==> config.mk <==
export PLATFORM = sky130hd
export DESIGN_NAME = wakeup_select_iq
export DESIGN_NICKNAME = d
export VERILOG_FILES = /design/src/rtl/iq_pkg.sv /design/src/rtl/iq_entries.sv /design/src/rtl/iq_select.sv /design/src/rtl/wakeup_select_iq.sv
export SDC_FILE = /design/constraint.sdc
export NUM_CORES = 1
export LEC_CHECK = 0
export ABC_AREA = 1
export BUFFER_PORTS_ARGS = -buffer_cell sky130_fd_sc_hd__buf_2
export CORE_AREA = 5 5 172 240
export DETAILED_ROUTE_END_ITERATION = 10
export DIE_AREA = 0 0 177 245
export REMOVE_ABC_BUFFERS = 1
export SLEW_MARGIN = 20
export SYNTH_ARGS = -nofsm -noshare
export SYNTH_HDL_FRONTEND = slang
export SYNTH_SLANG_ARGS = --single-unit
export TNS_END_PERCENT = 5
==> constraint.sdc <==
create_clock -name clk -period 8.2 [get_ports clk]
set_input_delay 0 -clock clk [delete_from_list [all_inputs] [get_ports clk]]
set_output_delay 0 -clock clk [all_outputs]
set_load 0.1 [all_outputs]
==> src/rtl/iq_pkg.sv <==
package iq_pkg;
  localparam int IQ_DEPTH = 8;
  localparam int IQ_TAG_W = 6;
  localparam int SLOT_W   = $clog2(IQ_DEPTH);
  localparam int AGE_W    = SLOT_W;

  // strobes from select control to the entry datapath
  typedef struct packed {
    logic              grantValid;
    logic [SLOT_W-1:0] grantSlot;
  } iqStrobe_t;
endpackage

==> src/rtl/iq_entries.sv <==
module iq_entries
  import iq_pkg::*;
#(
  parameter int DEPTH = IQ_DEPTH,
  parameter int TAG_W = IQ_TAG_W
) (
  input  logic                         clk,
  input  logic                         rst_n,
  input  logic                         dispValid,
  input  logic [SLOT_W-1:0]            dispSlot,
  input  logic [TAG_W-1:0]             dispSrcL,
  input  logic                         dispRdyL,
  input  logic [TAG_W-1:0]             dispSrcR,
  input  logic                         dispRdyR,
  input  logic [TAG_W-1:0]             dispDst,
  input  logic                         bcastValid,
  input  logic [TAG_W-1:0]             bcastTag,
  input  logic                         freeValid,
  input  logic [SLOT_W-1:0]            freeSlot,
  input  iqStrobe_t                    strobe,
  output logic [DEPTH-1:0]             bidVec,
  output logic [DEPTH-1:0][AGE_W-1:0]  ageVec,
  output logic [TAG_W-1:0]             grantDst
);
  typedef struct packed {
    logic             valid;
    logic             issued;
    logic             rdyL;
    logic             rdyR;
    logic [TAG_W-1:0] srcL;
    logic [TAG_W-1:0] srcR;
    logic [TAG_W-1:0] dst;
    logic [AGE_W-1:0] age;
  } entry_t;

  entry_t ent [DEPTH];

  logic [DEPTH-1:0] validVec;
  logic [DEPTH-1:0] freeMask;
  logic             freeDo;
  logic [AGE_W-1:0] freeAge;
  logic [AGE_W-1:0] newAge;
  logic             dispWakeL, dispWakeR;

  assign grantDst = ent[strobe.grantSlot].dst;
  assign freeDo   = freeValid && ent[freeSlot].valid;
  assign freeAge  = ent[freeSlot].age;
  assign freeMask = freeDo ? (DEPTH'(1) << freeSlot) : '0;
  assign newAge   = AGE_W'($countones(validVec & ~freeMask));

  assign dispWakeL = (bcastValid && dispSrcL == bcastTag) ||
                     (strobe.grantValid && dispSrcL == grantDst);
  assign dispWakeR = (bcastValid && dispSrcR == bcastTag) ||
                     (strobe.grantValid && dispSrcR == grantDst);

  for (genvar i = 0; i < DEPTH; i++) begin : gEnt
    logic wakeL, wakeR, hitDisp, hitFree, hitGrant;

    assign wakeL    = (bcastValid && ent[i].srcL == bcastTag) ||
                      (strobe.grantValid && ent[i].srcL == grantDst);
    assign wakeR    = (bcastValid && ent[i].srcR == bcastTag) ||
                      (strobe.grantValid && ent[i].srcR == grantDst);
    assign hitDisp  = dispValid && dispSlot == SLOT_W'(i);
    assign hitFree  = freeDo && freeSlot == SLOT_W'(i);
    assign hitGrant = strobe.grantValid && strobe.grantSlot == SLOT_W'(i);

    assign validVec[i] = ent[i].valid;
    assign ageVec[i]   = ent[i].age;
    assign bidVec[i]   = ent[i].valid && !ent[i].issued && ent[i].rdyL && ent[i].rdyR;

    always_ff @(posedge clk or negedge rst_n) begin
      if (!rst_n) begin
        ent[i] <= '0;
      end else if (hitDisp) begin
        ent[i].valid  <= 1'b1;
        ent[i].issued <= 1'b0;
        ent[i].srcL   <= dispSrcL;
        ent[i].srcR   <= dispSrcR;
        ent[i].rdyL   <= dispRdyL || dispWakeL;
        ent[i].rdyR   <= dispRdyR || dispWakeR;
        ent[i].dst    <= dispDst;
        ent[i].age    <= newAge;
      end else if (hitFree) begin
        ent[i].valid  <= 1'b0;
      end else if (ent[i].valid) begin
        if (wakeL)    ent[i].rdyL   <= 1'b1;
        if (wakeR)    ent[i].rdyR   <= 1'b1;
        if (hitGrant) ent[i].issued <= 1'b1;
        if (freeDo && ent[i].age > freeAge) ent[i].age <= ent[i].age - 1'b1;
      end
    end
  end
endmodule

==> src/rtl/iq_select.sv <==
module iq_select
  import iq_pkg::*;
#(
  parameter int DEPTH = IQ_DEPTH
) (
  input  logic [DEPTH-1:0]             bidVec,
  input  logic [DEPTH-1:0][AGE_W-1:0]  ageVec,
  output iqStrobe_t                    strobe
);
  logic [DEPTH-1:0] winVec;

  // a bidder wins when no other bidder carries a lower age
  always_comb begin
    for (int i = 0; i < DEPTH; i++) begin
      winVec[i] = bidVec[i];
      for (int j = 0; j < DEPTH; j++) begin
        if (bidVec[j] && ageVec[j] < ageVec[i]) winVec[i] = 1'b0;
      end
    end
  end

  always_comb begin
    strobe.grantValid = |bidVec;
    strobe.grantSlot  = '0;
    for (int i = 0; i < DEPTH; i++) begin
      if (winVec[i]) strobe.grantSlot = strobe.grantSlot | SLOT_W'(i);
    end
  end
endmodule

==> src/rtl/wakeup_select_iq.sv <==
module wakeup_select_iq
  import iq_pkg::*;
#(
  parameter int DEPTH = IQ_DEPTH,
  parameter int TAG_W = IQ_TAG_W
) (
  input  logic              clk,
  input  logic              rst_n,
  input  logic              dispValid,
  input  logic [SLOT_W-1:0] dispSlot,
  input  logic [TAG_W-1:0]  dispSrcL,
  input  logic              dispRdyL,
  input  logic [TAG_W-1:0]  dispSrcR,
  input  logic              dispRdyR,
  input  logic [TAG_W-1:0]  dispDst,
  input  logic              bcastValid,
  input  logic [TAG_W-1:0]  bcastTag,
  input  logic              freeValid,
  input  logic [SLOT_W-1:0] freeSlot,
  output logic              issueValid,
  output logic [SLOT_W-1:0] issueSlot,
  output logic [TAG_W-1:0]  issueDst
);
  iqStrobe_t                   strobe;
  logic [DEPTH-1:0]            bidVec;
  logic [DEPTH-1:0][AGE_W-1:0] ageVec;
  logic [TAG_W-1:0]            grantDst;

  iq_entries #(.DEPTH(DEPTH), .TAG_W(TAG_W)) uEntries (
    .clk(clk), .rst_n(rst_n),
    .dispValid(dispValid), .dispSlot(dispSlot),
    .dispSrcL(dispSrcL), .dispRdyL(dispRdyL),
    .dispSrcR(dispSrcR), .dispRdyR(dispRdyR), .dispDst(dispDst),
    .bcastValid(bcastValid), .bcastTag(bcastTag),
    .freeValid(freeValid), .freeSlot(freeSlot),
    .strobe(strobe), .bidVec(bidVec), .ageVec(ageVec), .grantDst(grantDst)
  );

  iq_select #(.DEPTH(DEPTH)) uSelect (
    .bidVec(bidVec), .ageVec(ageVec), .strobe(strobe)
  );

  assign issueValid = strobe.grantValid;
  assign issueSlot  = strobe.grantSlot;
  assign issueDst   = strobe.grantValid ? grantDst : '0;
endmodule

==> results.md <==
* # port buffers at 46
* Worst Setup SP: uEntries.ageVec[14]$_DFFE_PN0P_
* Number of global-route vias before repair at about 15,000
* H-tree levels at 4
* Share of the synthesized area in the top cell type at 32.6%
* Netlist cell types at just under 50
* Chip Height at roughly 250 um
* Routed vias/inst at 5.66
* Worst Tran Pin Value at approximately 1 ns
* Post-route antenna net violation count at 0
* Reg-to-reg critical path startpoint: uEntries.ageVec[14]$_DFFE_PN0P_
* Prevailing post-synth register cell: dfrtp_1
* Via count at between 15,000 and 20,000
* CTS clk-pin slew, worst paths at around 0.090 ns
* # IOs at 47
* Initial DRC count at approximately 1,600
* Die area at 0.0434 mm^2
* Final setup violation count at 0
* Period utilization at 61.8%
* Cell Area, Synth at between 0.015 and 0.02 mm^2
* Post-synthesis sequential area ratio at approximately a third
* Hold wc startpoint: dispRdyR
* Hold path cells at 5
* Top post-synthesis cells by count: 617 x nand2_1, 263 x inv_1, 213 x o21ai_0, 200 x dfrtp_1, 189 x nand3_1
* Total wire length at ~58 mm
* Largest net degree at the start of global routing at 73
* First-pass GRT wire length at between 80 and 90 mm
* CP Capture Type: output port
* Final min period at around 5.1 ns
* Status: completed
* Post-synth ARST share at between 90% and 100%
* Unrepaired setup endpoints after global routing: no
* CP Max Fanout at 25
* Placed cell count at between 2,000 and 3,000
* Drt wl/cell at about 21 um
* Clk_lat worst skew at 0.48 ns
* Fin Setup TNS at 0 ns
* Post-synthesis cell count at roughly 2,200
* Post-synthesis register bit count at 200
* Final Hold Slack at 0.0456 ns
* Final #Nets at 2,366
* Total global-route track usage at approximately a quarter
* Synth top area cells: dfrtp_1 33%, nand2_1 15%, ha_1 9.4%
* Critical Path Start Type: flop
* Worst R2R Path Depth at 19
* DR DRC count at 0
* R2R Path End: uEntries.ent[22]$_DFFE_PN0P_
* Layout cells sized above 1 at between 7 and 8%
* N_diodes at 0
* Kind of critical path: reg2out
* WP data required at approximately 8.2 ns
* Final hold vios at 0
* Core ar. at roughly 0.039 mm^2
* CTS buffer count at 17
* Synth-to-layout area growth at 9.09%
* Max_cap viols at 0
* Grt ovf at 0
* Synth warn at 0
* Worst slew margin at 31.5%
* Clk root buf: clkbuf_16
* Max-slew violation count at 0
* DR pass1 iterations at 6
* Yosys top cell by area: dfrtp_1
* Post-DP HPWL at about 40 mm
* Setup Fix Bufs, Post-CTS at 0
* Mean Syn Cell Area at 6.98 um^2
* Worst hold path class: in2reg
* EDFF count, synth at 0
* Final RePlAce weighted congestion at about 0.94
* Reg2Reg Setup Slack at roughly 3.4 ns
* Max Freq at slightly below 0.2 GHz
* Clock Tree Buf Depth at 2
* Non-Filler Instances at 2,752
* Initial antenna violation count at 0
* Top-count cell post-synth: nand2_1
* CTS tree: built
* Starting Density at slightly below 40%
* FP Rows at 86
* Arrival time worst endpoint at between 5 and 6 ns
* Clk_skew at roughly 0.014 ns
* Clock Sinks at 200
* Hold EP: uEntries.ent[171]$_DFFE_PN0P_
* Die span in x at between 150 and 200 um
state kept, by name (all words and copies together) (netlist names):
register,count
uEntries.ageVec,24
uEntries.ent,176
what timing repair did:
item / in CTS / in global routing
gates resized for setup: 0 / 0
hold endpoints to repair: 204 / 0
hold buffers: 21 / 0
layer usage:
layer	vias up	track usage, %	share of wire (%)
met5	-	0	0
met4	0	16.6	6.5
met3	221	3.28	7.4
met2	829	45.2	49
met1	7264	31.4	37
li1	7276	-	-
worst max-delay path, cell delays in order, from the launching register on:
cell and delay, ns:
dfrtp_1 0.53, inv_1 0.24, ha_1 0.37, a21oi_1 0.15, o21ai_0 0.16, nand2_1 0.10
nand2_1 0.05, nor2_1 0.24, nand2_2 0.15, nand4_1 0.55, nand3_2 0.50, nand2_2 0.68
inv_1 0.23, nor2_1 0.17, buf_2 0.45
metrics by stage:
stage,instance area (um^2),setup slack [ns],util [%]
2_1_floorplan,14900,3.46,-
3_3_place_gp,16000,3.55,41.0
3_5_place_dp,16000,3.55,41.0
4_1_cts,16800,3.24,43.0
5_1_grt,16800,2.95,43.0
6_report,16800,3.13,43.0
layout make-up:
class	instances	area, um^2
clock buffers	20	467
clock inverters	12	110
fillers	4076	22200
inverters	276	1040
multi-input cells	1634	8930
flip-flops and latches	200	5000
well taps	528	661
repair buffers	82	562
cells by family (layout without fill, tap and decap cells):
family | count (synthesis) | after routing | share of synthesized area, %
AND/OR/NAND/NOR | 1077 | 1077 | 30.5
AO/OA/AOI/OAI | 404 | 404 | 15.5
buffers and inverters | 368 | 390 | 9.60
flip-flops | 200 | 200 | 32.6
adder cells (fa/ha/maj) | 118 | 118 | 9.75
XOR/XNOR | 35 | 35 | 1.99
cells in the final DEF (no fill, tap or decap), types with 14 or more instances in the layout:
cell type	instances
nand2_1	617
inv_1	263
o21ai_0	213
dfrtp_1	200
nand3_1	189
nor2_1	159
ha_1	115
a21oi_1	55
buf_2	45
o22ai_1	42
nand3b_1	28
xor2_1	26
dlygate4sd3_1	21
clkbuf_16	17
o2111ai_1	15
buf_4	15
nor2_2	14
worst max-delay path by stage:
stage / end / slack [ns] / cells past startpoint
finish: issueDst[1] / 3.13 / 14
detailed placement: uEntries.ent[97]$_DFFE_PN0P_ / 3.55 / 22
global route: issueDst[1] / 2.95 / 16
global placement: uEntries.ent[72]$_DFFE_PN0P_ / 3.55 / 22
CTS: issueDst[1] / 3.24 / 17
floorplan: issueDst[0] / 3.46 / 13
Power is not shown: default switching activity piles up to over one toggle a cycle in this logic, so the estimate is an artifact.
